$ cat src/rtl/comma_deser_pkg.sv
package comma_deser_pkg;

    // Width of a comma in bits.
    localparam int COMMA_W = 7;

    // Window bit 0 is the oldest bit received.
    // Positive form, oldest first: 0,0,1,1,1,1,1.
    localparam logic [COMMA_W-1:0] COMMA_POS = {{(COMMA_W-2){1'b1}}, 2'b00};
    // Negative form is the bitwise complement.
    localparam logic [COMMA_W-1:0] COMMA_NEG = ~COMMA_POS;

    // Half of the 20-bit byte-clock cycle.
    typedef enum logic {
        PH_EVEN = 1'b0,
        PH_ODD  = 1'b1
    } half_e;

endpackage

$ cat src/rtl/cd_comma_match.sv
module cd_comma_match
    import comma_deser_pkg::*;
#(
    parameter int W = COMMA_W
) (
    input  logic [W-1:0] win,
    output logic         hit
);

    always_comb begin
        hit = (win == COMMA_POS) || (win == COMMA_NEG);
    end

endmodule

$ cat src/rtl/cd_phase_fsm.sv
module cd_phase_fsm
    import comma_deser_pkg::*;
#(
    parameter int WORD_W      = 10,
    parameter int REALIGN_POS = COMMA_W,
    localparam int PW         = $clog2(WORD_W),
    localparam logic [PW-1:0] LAST   = PW'(WORD_W - 1),
    localparam logic [PW-1:0] RE_POS = PW'(REALIGN_POS)
) (
    input  logic          clk,
    input  logic          rst_n,
    input  logic          sync_en,
    input  logic          comma_seen,
    output logic [PW-1:0] pos_o,
    output logic          load_o,
    output half_e         half_o
);

    half_e         half_q, half_d;
    logic [PW-1:0] pos_q, pos_d;
    logic          wrap;

    // State and position registers.
    always_ff @(posedge clk) begin
        if (!rst_n) begin
            half_q <= PH_EVEN;
            pos_q  <= '0;
        end else begin
            half_q <= half_d;
            pos_q  <= pos_d;
        end
    end

    // Next state and next position.
    always_comb begin
        wrap   = (pos_q == LAST);
        half_d = half_q;
        if (wrap) begin
            unique case (half_q)
                PH_EVEN: half_d = PH_ODD;
                PH_ODD:  half_d = PH_EVEN;
            endcase
        end
        if (sync_en && comma_seen) begin
            pos_d = RE_POS;
        end else if (wrap) begin
            pos_d = '0;
        end else begin
            pos_d = pos_q + 1'b1;
        end
    end

    // Outputs.
    always_comb begin
        load_o = wrap;
        half_o = half_q;
        pos_o  = pos_q;
    end

    // the half flips on each wrap and holds otherwise.
    a_r7_half_flips: assert property (@(posedge clk) disable iff (!rst_n)
        (pos_q == LAST) |=> (half_q != $past(half_q)));
    a_r7_half_holds: assert property (@(posedge clk) disable iff (!rst_n)
        (pos_q != LAST) |=> $stable(half_q));
    // a comma seen with sync on moves the position.
    a_r2_realign_pos: assert property (@(posedge clk) disable iff (!rst_n)
        (sync_en && comma_seen) |=> (pos_q == RE_POS));
    // with sync off, the position only counts.
    a_r3_free_count: assert property (@(posedge clk) disable iff (!rst_n)
        (!sync_en && (pos_q != LAST)) |=> (pos_q == $past(pos_q) + PW'(1)));

endmodule

$ cat src/rtl/cd_word_cap.sv
module cd_word_cap
    import comma_deser_pkg::*;
#(
    parameter int WORD_W = 10
) (
    input  logic              clk,
    input  logic              rst_n,
    input  logic              sdata,
    input  logic              load,
    input  logic              head_hit,
    output logic [WORD_W-1:0] sr_next,
    output logic [WORD_W-1:0] word_o,
    output logic              comma_o
);

    logic [WORD_W-1:0] sr_q;

    // New bits enter at the top, so bit 0 is the oldest.
    always_comb begin
        sr_next = {sdata, sr_q[WORD_W-1:1]};
    end

    always_ff @(posedge clk) begin
        if (!rst_n) begin
            sr_q    <= '0;
            word_o  <= '0;
            comma_o <= 1'b0;
        end else begin
            sr_q <= sr_next;
            if (load) begin
                word_o  <= sr_next;
                comma_o <= head_hit;
            end
        end
    end

    // the word holds between loads.
    a_r6_word_hold: assert property (@(posedge clk) disable iff (!rst_n)
        !load |=> $stable(word_o));
    // the flag moves only with a word.
    a_r4_flag_hold: assert property (@(posedge clk) disable iff (!rst_n)
        !load |=> $stable(comma_o));

endmodule

$ cat src/rtl/comma_deser.sv
module comma_deser
    import comma_deser_pkg::*;
#(
    parameter int WORD_W = 10
) (
    input  logic              clk,
    input  logic              rst_n,
    input  logic              sdata,
    input  logic              sync_en,
    output logic [WORD_W-1:0] word_o,
    output logic              comma_o,
    output logic              bclk_a,
    output logic              bclk_b
);

    localparam int PW = $clog2(WORD_W);

    logic [WORD_W-1:0] sr_next;
    logic              tail_hit, head_hit, load;
    logic [PW-1:0]     pos;
    half_e             half;

    // Newest seven bits: realignment trigger.
    cd_comma_match #(.W(COMMA_W)) u_tail (
        .win (sr_next[WORD_W-1 -: COMMA_W]),
        .hit (tail_hit)
    );

    // Oldest seven bits: flag for a completed word.
    cd_comma_match #(.W(COMMA_W)) u_head (
        .win (sr_next[COMMA_W-1:0]),
        .hit (head_hit)
    );

    cd_phase_fsm #(.WORD_W(WORD_W), .REALIGN_POS(COMMA_W)) u_fsm (
        .clk        (clk),
        .rst_n      (rst_n),
        .sync_en    (sync_en),
        .comma_seen (tail_hit),
        .pos_o      (pos),
        .load_o     (load),
        .half_o     (half)
    );

    cd_word_cap #(.WORD_W(WORD_W)) u_cap (
        .clk      (clk),
        .rst_n    (rst_n),
        .sdata    (sdata),
        .load     (load),
        .head_hit (head_hit),
        .sr_next  (sr_next),
        .word_o   (word_o),
        .comma_o  (comma_o)
    );

    always_comb begin
        bclk_a = (half == PH_ODD);
        bclk_b = (half == PH_EVEN);
    end

    // reset state at the block's edge.
    a_r8_reset_state: assert property (@(posedge clk)
        !rst_n |=> (word_o == '0 && !comma_o && bclk_b && !bclk_a && pos == '0));

endmodule

$ cat config.mk
export PLATFORM = sky130hd
export DESIGN_NAME = comma_deser
export DESIGN_NICKNAME = d
export VERILOG_FILES = /design/src/rtl/comma_deser_pkg.sv /design/src/rtl/cd_comma_match.sv /design/src/rtl/cd_phase_fsm.sv /design/src/rtl/cd_word_cap.sv /design/src/rtl/comma_deser.sv
export SDC_FILE = /design/constraint.sdc
export NUM_CORES = 1
export LEC_CHECK = 0
export BUFFER_PORTS_ARGS = -buffer_cell sky130_fd_sc_hd__clkbuf_2
export CAP_MARGIN = 20
export CORE_ASPECT_RATIO = 1.75
export CORE_MARGIN = 2
export CORE_UTILIZATION = 40
export CTS_CLUSTER_DIAMETER = 30
export DETAILED_ROUTE_END_ITERATION = 12
export GPL_ROUTABILITY_DRIVEN = 0
export MAX_ROUTING_LAYER = met4
export SYNTH_ARGS = -nofsm -noshare
export SYNTH_HDL_FRONTEND = slang
export SYNTH_SLANG_ARGS = --single-unit
$ cat constraint.sdc
create_clock -name clk -period 3.6 [get_ports clk]
set_input_delay 1.08 -clock clk [delete_from_list [all_inputs] [get_ports clk]]
set_output_delay 1.08 -clock clk [all_outputs]
set_load 0.02 [all_outputs]
==> impl_metrics.toml, run 1 <==
[run_status]
outcome = "complete, no violations"

[timing]
skew_ns = 0.00830
hold_violations = 0
rsz0062_at_grt = "no"
finalMaxSlewViolations = 0
tightest_slew_ns = 0.572
whs_ns = 0.456
period_needed_ns = 1.91
setup_violations = 0
fmax_mhz = 522
setup-tns-final_ns = 0
finalCritPeriodShare_pct = 53.2
slew_headroom_pct = 61.6

[logic_synthesis]
ys.flop_type = "dfxtp_1"
synth_seq_cells = 25
synth.area.top_cells = "dfxtp_1, nand2_1, a21oi_1, and2_1, nand4_1"
avgSynthCellArea_sq_um = 9.23
netlist_area_sq_um = 923
seq_area_frac_synth_pct = 54.2
post_synth_num_cell_types = 25
synthTopCellsByCount = "dfxtp_1, nand2_1, a21oi_1, and2_1, nand4_1"
syn_nets = 104
ys_warn_count = 0
syn_inst = 100
async_reset_ff_share_pct = 0
synth-edff-count = 0
synth_top_area_share_pct = 54.2
synth_top_cell_by_area = "dfxtp_1"
yosysMostFrequentCell = "dfxtp_1"

[clock_tree]
clock-sinks = 25
cts_tree = "yes"
cts_hold_buf = 0
path_clk_slew_ns = 0.09
cts_buffers = 3
post_cts_buffers = 0
htree_levels = 1
clock_path_buffers = 2
root_buffer = "clkbuf_8"
clkLatencyLatePin_ns = 0.27
ctsResizeCount = 0

[pwr]
ir_worst_vdd_v = 0.000260
power.total_uw = 469
p_leak_nw = 0.382
p_per_area_mw_per_mm2 = 442

[global_routing]
grt_pass1_vias = 679
antenna_found_initial = 0
grt_pass1_wl_mm = 2.95
grt_max_degree = 16
grt_usage_pct = 16.2
overflow = 0

[placed_design]
place_inst = 137
dp_hpwl_mm = 1.25
portBuffers = 16

[detailed_routing]
final_antenna_net_count = 0
first_iter_violations = 8
post_drt_wl_per_cell_microns = 12.5
vias = 748
post-route-drc-count = 0
routed_wl_mm = 1.77
first_pass_iters = 4
via_per_inst = 5.30

[layout]
finalNonFillerCells = 141
layout.area.seq_sq_um = 500
drive_gt1_share_pct = 19.8
final_core_util_pct = 47.2
fill_cells = 228
diodes = 0
area_growth_pct = 14.8
multi_input_area_sq_um = 392
nNetsFinal = 121

[worst_setup_path]
path_depth = 2
criticalPathCategory = "reg2out"
startpoint_type = "flop"
worstPathRequired_ns = 2.52
cp_data_arrival_time_ns = 0.83
cp_slowest_cell = "dfxtp_1"
critPathMaxStageDelay_ns = 0.36
r2r_cells = 3
cpLargestDelayFamily = "flip-flops"
critPathMaxFanout = 3
cp_cell_sequence = "inv_1 > clkbuf_2"
cp-end-kind = "output pin"
crit_buf_inv = 2

[floorplanning]
coreArea_sq_mm = 0.00224
start_util_pct = 41.1
dieArea_sq_mm = 0.00272
boundaryPins = 17
die_w_microns = 40.3
die-height_microns = 67.6
rows = 23

[worst_hold_path]
hold_class = "reg2reg"
whs_path_depth = 2

[job]
maxCapViolations = 0
layout make-up:
cell class,instances,share of cell area [%]
Sequential cell,25,47.2
Clock buffer,3,3.90
Clock inverter,1,0.708
Timing Repair Buffer,16,7.56
Inverter,2,0.708
Tap cell,25,2.95
Multi-Input combinational cell,69,37.0
final timing paths:
kind	startpoint	endpoint	slack [ns]
worst max-delay path	u_fsm.half_o	bclk_b	1.69
worst max register to register	u_fsm.pos_o[0]	u_cap.word_o[5]	2.21
worst min register to register	u_cap.word_o[4]	u_cap.word_o[4]	0.46
worst min-delay path	u_cap.word_o[4]	u_cap.word_o[4]	0.46
logic make-up after synthesis:
| logic type | Yosys count | synth area share, % |
|---|---|---|
| AO/OA/AOI/OAI | 19 | 12.3 |
| XOR/XNOR | 1 | 0.949 |
| AND/OR/NAND/NOR | 49 | 29.1 |
| buffers and inverters | 6 | 3.39 |
| flip-flops | 25 | 54.2 |
worst min-delay path: cells and delay by family (launching register included):
family           cells  cell delay (ns)
flip-flops           1             0.32
AO/OA/AOI/OAI        1             0.05
AND/OR/NAND/NOR      1             0.05
state kept, by name, indices dropped and copies added, names as in the netlist:
signal / flops
u_cap.word_o: 10
u_cap.sr_q: 9
u_fsm.pos_o: 4
u_cap.comma_o: 1
u_fsm.half_o: 1
layout by cell type (no fill, tap or decap), types with 2 or more instances in the layout:
master	synthesis	layout
a21boi_0	2	2
a21oi_1	11	11
a31oi_1	3	3
and2_1	8	8
clkbuf_2	0	16
clkbuf_8	0	3
dfxtp_1	25	25
inv_1	2	2
nand2_1	24	24
nand2b_1	3	3
nand3b_1	2	2
nand4_1	4	4
routing by layer:
metal / track usage [%] / wire length, microns / up-vias
li1: - / - / 375
met1: 19.1 / 767 / 352
met2: 25.0 / 894 / 17
met3: 1.97 / 62 / 4
met4: 10.0 / 40 / 0
met5: - / 0 / -
report_power, final:
part	internal, mW	total (mW)	switching (mW)	leakage, nW
combinational	0.00684	0.0143	0.00743	0.158
sequential	0.281	0.286	0.00541	0.203
clock	0.0785	0.168	0.0900	0.0217
total	0.366	0.469	0.103	0.382
through the flow:
stage,worst slack [ns],area [sq um]
floorplan,1.76,923
global placement,1.63,1010
detailed placement,1.61,1010
CTS,1.68,1060
global route,1.64,1060
finish,1.69,1060
(Power assumes the default switching activity.)
==> run 2, diff against run 1 <==
--- a/config.mk
+++ b/config.mk
@@ -5,6 +5,7 @@
 export SDC_FILE = /design/constraint.sdc
 export NUM_CORES = 1
 export LEC_CHECK = 0
+export ABC_AREA = 1
 export BUFFER_PORTS_ARGS = -buffer_cell sky130_fd_sc_hd__clkbuf_2
 export CAP_MARGIN = 20
 export CORE_ASPECT_RATIO = 1.75
==> constraint.sdc (replaced) <==
create_clock -name clk -period 1.69 [get_ports clk]
set_input_delay 0.507 -clock clk [delete_from_list [all_inputs] [get_ports clk]]
set_output_delay 0.507 -clock clk [all_outputs]
set_load 0.02 [all_outputs]
==> run 2 against run 1 <==
Compared with the run above: design area up 5.0%; largest cell class unchanged; critical path depth unchanged; via count unchanged; sequential share of layout area down 2.2 points; global-route usage down 0.95 points; synthesized area up 5.3%; first-iteration DRC count up 63%; count of clock-buffer cells in the layout up 1; non-clock buffer count unchanged.
==> impl_metrics.toml, run 2 <==
[layout]
regMostFlops = "u_cap.word_o"
final_core_util_pct = 48.3
drive_gt1_share_pct = 23.4
area_growth_pct = 14.4
nNetsFinal = 146
final_cell_mix = "nand2_1, dfxtp_1, inv_1, nor2_1, clkbuf_2"
diodes = 0
largest_reg_flops = 10

[timing]
finalMaxSlewViolations = 0
setup-tns-final_ns = 0
hold_violations = 0
skew_ns = 0.00574
period_needed_ns = 1.34
finalCritPeriodShare_pct = 79.1
rsz0062_at_grt = "no"
setup_violations = 0
slew_headroom_pct = 79.9
fmax_mhz = 748
tightest_slew_ns = 0.301

[logic_synthesis]
synth-edff-count = 0
netlist_area_sq_um = 972
synth.area.top_cells = "dfxtp_1, nand2_1, inv_1, a21oi_2, nor2_1"
seq_area_frac_synth_pct = 51.5
syn_inst = 123
async_reset_ff_share_pct = 0
synthTopCellsByCount = "dfxtp_1, nand2_1, inv_1, nor2_1, a21oi_2"
synth_top_area_share_pct = 51.5
ys_warn_count = 0
syn_nets = 127
post_synth_num_cell_types = 18
avgSynthCellArea_sq_um = 7.90
synth_seq_cells = 25
synth_top_cell_by_area = "dfxtp_1"
ys.flop_type = "dfxtp_1"

[detailed_routing]
first_pass_iters = 3
vias = 748
post-route-drc-count = 0
via_per_inst = 4.51
first_iter_violations = 13
final_antenna_net_count = 0
routed_wl_mm = 1.73
post_drt_wl_per_cell_microns = 10.4

[global_routing]
use_met2_pct = 25.3
antenna_found_initial = 0
grt.met3_usage_pct = 2.88
grt_usage_pct = 15.3
overflow = 0
top_usage_layer = "met2"
met1_usage_pct = 15.7
grt_pass1_vias = 724
grt_pass1_wl_mm = 2.95
grt_max_degree = 15

[clock_tree]
cts_buffers = 3
path_clk_slew_ns = 0.08
cts_hold_buf = 0
cts_tree = "yes"
clock-sinks = 25
ctsResizeCount = 0
htree_levels = 1
clock_path_buffers = 2
clkLatencyLatePin_ns = 0.27
post_cts_buffers = 0
root_buffer = "clkbuf_8"

[worst_setup_path]
criticalPathCategory = "reg2out"
critPathMaxFanout = 3
worstPathRequired_ns = 1.18
rrSetupSlack_ns = 0.52
startpoint_type = "flop"
cp_data_arrival_time_ns = 0.83
cp-end-kind = "output pin"

[pwr]
ir_worst_vdd_v = 0.000758
power.total_uw = 997
p_leak_nw = 0.542
p_per_area_mw_per_mm2 = 897

[placed_design]
dp_hpwl_mm = 1.32
portBuffers = 16

[floorplanning]
coreArea_sq_mm = 0.00230
start_util_pct = 42.2
boundaryPins = 17
rows = 23
die_w_microns = 41.3
die-height_microns = 69.2
dieArea_sq_mm = 0.00286

[job]
maxCapViolations = 0

[run_status]
outcome = "complete, no violations"

[worst_hold_path]
hold_class = "reg2reg"
run 2: changes by cell type in the layout (fill, tap and decap cells not counted), moves of 4 or more:
cell / before / now
a21oi_2: 0 / 9
inv_1: 2 / 22
nor2_1: 1 / 20
nand4_1: 4 / 0
and2_1: 8 / 0
a21oi_1: 11 / 5
run 2: final cells by class:
type	count	area, sq um
flip-flops and latches	25	500
well taps	25	31.3
repair buffers	16	80.1
multi-input cells	72	364
inverters	24	91.3
clock buffers	4	45.0
fillers	227	1190
run 2: critical path, stage by stage (launching register included):
cell      delay (ns)
dfxtp_1         0.31
inv_1           0.08
clkbuf_2        0.17
run 2: where the power goes:
part           switching (mW)  internal, mW
combinational          0.0311        0.0143
sequential            0.00882         0.598
clock                   0.177         0.169
run 2: routing by layer:
metal,up-vias,share of wire (%)
li1,406,-
met1,325,39
met2,13,55
met3,4,3.6
met4,0,2.4
met5,-,0
run 2: logic make-up after synthesis:
group	Yosys count	synth area share (%)
xor+xnor	1	0.901
compound gates	17	12.2
flops	25	51.5
simple gates	54	24.3
buf+inv	26	11.1
run 2: final timing paths:
check                                     start         endpoint  cells past startpoint
worst max-delay path               u_fsm.half_o           bclk_b                      2
worst min-delay path            u_cap.word_o[0]  u_cap.word_o[0]                      2
worst min register to register  u_cap.word_o[0]  u_cap.word_o[0]                      2
worst max register to register   u_fsm.pos_o[0]  u_cap.word_o[1]                      5
run 2: through the flow:
stage | setup slack [ns] | std cells | hold slack (ns) | instance area, sq um
3_5_place_dp | 0.408 | 162 | 0.471 | 1070
4_1_cts | 0.352 | 166 | 0.490 | 1110
2_1_floorplan | 0.601 | 123 | 0.458 | 972
3_3_place_gp | 0.447 | 162 | 0.468 | 1070
6_report | 0.354 | 166 | 0.483 | 1110
5_1_grt | 0.283 | 166 | 0.525 | 1110
==> run 3, diff against run 2 <==
--- a/config.mk
+++ b/config.mk
@@ -5,7 +5,7 @@
 export SDC_FILE = /design/constraint.sdc
 export NUM_CORES = 1
 export LEC_CHECK = 0
-export ABC_AREA = 1
+export ABC_AREA = 0
 export BUFFER_PORTS_ARGS = -buffer_cell sky130_fd_sc_hd__clkbuf_2
 export CAP_MARGIN = 20
 export CORE_ASPECT_RATIO = 1.75
==> constraint.sdc (replaced) <==
create_clock -name clk -period 1.35 [get_ports clk]
set_input_delay 0.405 -clock clk [delete_from_list [all_inputs] [get_ports clk]]
set_output_delay 0.405 -clock clk [all_outputs]
set_load 0.02 [all_outputs]
==> run 3 against run 2 <==
Compared with the run above: cell count fell by 11%; largest cell class unchanged; critical endpoint is now u_fsm.pos_o[3]; register-to-register slack got worse by 0.41 ns; critical path depth rose by 1; largest power group unchanged; clock skew barely moved; sequential cell count did not move; combinational power rose by 17%; non-clock buffer count rose by 6; design area fell by 0.45%; hold slack got worse by 0.084 ns; core utilization rose by 1.0 points.
==> impl_metrics.toml, run 3 (same netlist as run 1, synthesis figures left out) <==
[clock_tree]
clock_path_buffers = 2
clkLatencyLatePin_ns = 0.26
cts_hold_buf = 0
root_buffer = "clkbuf_8"
post_cts_buffers = 0
ctsResizeCount = 0
clock-sinks = 25
cts_tree = "yes"
path_clk_slew_ns = 0.09
htree_levels = 1
cts_buffers = 3

[timing]
setup_violations = 0
finalMaxSlewViolations = 0
rsz0062_at_grt = "no"
skew_ns = 0.00527
slew_headroom_pct = 81.4
fmax_mhz = 805
finalCritPeriodShare_pct = 92.1
hold_violations = 0
period_needed_ns = 1.24
setup-tns-final_ns = 0
tightest_slew_ns = 0.279

[job]
maxCapViolations = 0

[placed_design]
portBuffers = 16
placed_area_sq_mm = 0.00106
dp_hpwl_mm = 1.37

[worst_hold_path]
hp-start = "sdata"
whs_path_depth = 3
hold_path_end = "u_cap.word_o[9]"
hold_class = "in2reg"

[floorplanning]
start_util_pct = 41.1
rows = 23
die_w_microns = 40.3
coreArea_sq_mm = 0.00224
dieArea_sq_mm = 0.00272
die-height_microns = 67.6
boundaryPins = 17

[detailed_routing]
post-route-drc-count = 0
via_per_inst = 5.13
vias = 754
first_pass_iters = 4
final_antenna_net_count = 0
routed_wl_mm = 1.85
first_iter_violations = 7
post_drt_wl_per_cell_microns = 12.6

[worst_setup_path]
worstPathRequired_ns = 1.51
criticalPathCategory = "reg2reg"
cp_slowest_cell = "or4_4"
cp_cell_sequence = "nand2_1 > or4_4 > o2111a_1"
r2r_start = "u_cap.sr_q[6]"
cp_data_arrival_time_ns = 1.40
critPathMaxStageDelay_ns = 0.50
rrSetupSlack_ns = 0.11
r2r-end = "u_fsm.pos_o[3]"
startpoint_type = "flop"
critPathMaxFanout = 5
r2r_cells = 3
cp-end-kind = "flop"

[layout]
post-route-cell-area_sq_mm = 0.00111
diodes = 0
largest_reg_flops = 10
regMostFlops = "u_cap.word_o"
drive_gt1_share_pct = 25.4
final_cell_mix = "nand2_1, dfxtp_1, clkbuf_2, a21oi_1, and2_1"
final_common_cell = "nand2_1"
area_growth_pct = 19.9
nNetsFinal = 127

[global_routing]
grt_pass1_vias = 665
overflow = 0
grt_pass1_wl_mm = 2.94
grt.met3_usage_pct = 2.96
grt_max_degree = 16
met1_usage_pct = 18.1
grt_usage_pct = 16.7
top_usage_layer = "met2"
antenna_found_initial = 0
use_met2_pct = 26.8

[pwr]
ir_worst_vdd_v = 0.000853
p_per_area_mw_per_mm2 = 1130
p_leak_nw = 0.412

[run_status]
outcome = "complete, no violations"
run 3: cell count changes in the layout (fill, tap and decap cells not counted), sizes merged, moves of 4 or more:
cell / previous run / this run
nand4: 0 / 4
and2: 0 / 9
buf: 0 / 6
nor2: 21 / 1
inv: 23 / 2
nand3: 4 / 0
run 3: worst max-delay path by stage:
stage                  startpoint             end  slack [ns]  cells past startpoint
floorplan           u_cap.sr_q[5]   u_cap.comma_o        0.19                      3
global placement            sdata  u_fsm.pos_o[3]        0.05                      4
detailed placement          sdata  u_fsm.pos_o[3]        0.03                      4
CTS                 u_cap.sr_q[5]   u_cap.comma_o        0.06                      3
global route        u_cap.sr_q[6]   u_cap.comma_o       0.009                      3
finish              u_cap.sr_q[6]  u_fsm.pos_o[3]        0.11                      3
run 3: power breakdown:
| group | internal (mW) | switching, mW |
|---|---|---|
| Clock | 0.209 | 0.225 |
| Combinational | 0.0268 | 0.0261 |
| Sequential | 0.748 | 0.0119 |
| Total | 0.984 | 0.263 |
run 3: worst max-delay path: cells and delay by family, from the launching register on:
kind / cells / cell delay, ns
AND/OR/NAND/NOR: 2 / 0.58
flip-flops: 1 / 0.40
AO/OA/AOI/OAI: 1 / 0.15
run 3: area by class of cell:
class                   instances  area, sq um
inverters                       2         7.51
multi-input cells              69          392
flip-flops and latches         25          503
repair buffers                 22          125
clock buffers                   3         41.3
well taps                      25         31.3
fillers                       231         1140
clock inverters                 1         7.51
run 3: routing by layer:
metal | vias up | routed length, microns
li1 | 389 | -
met1 | 348 | 755
met2 | 15 | 1000
met3 | 2 | 62
met4 | 0 | 29
met5 | - | 0
run 3: stage by stage:
step / setup slack [ns] / instances / total power, mW / hold slack (ns) / utilization, %
after floorplan: 0.187 / 100 / 0.804 / 0.440 / -
after global placement: 0.0534 / 143 / 0.829 / 0.444 / 47.0
after detailed placement: 0.0286 / 143 / 0.830 / 0.447 / 47.0
after CTS: 0.0649 / 147 / 1.26 / 0.395 / 49.2
after global routing: 0.00935 / 147 / 1.30 / 0.429 / 49.3
final: 0.107 / 147 / 1.25 / 0.399 / 49.3
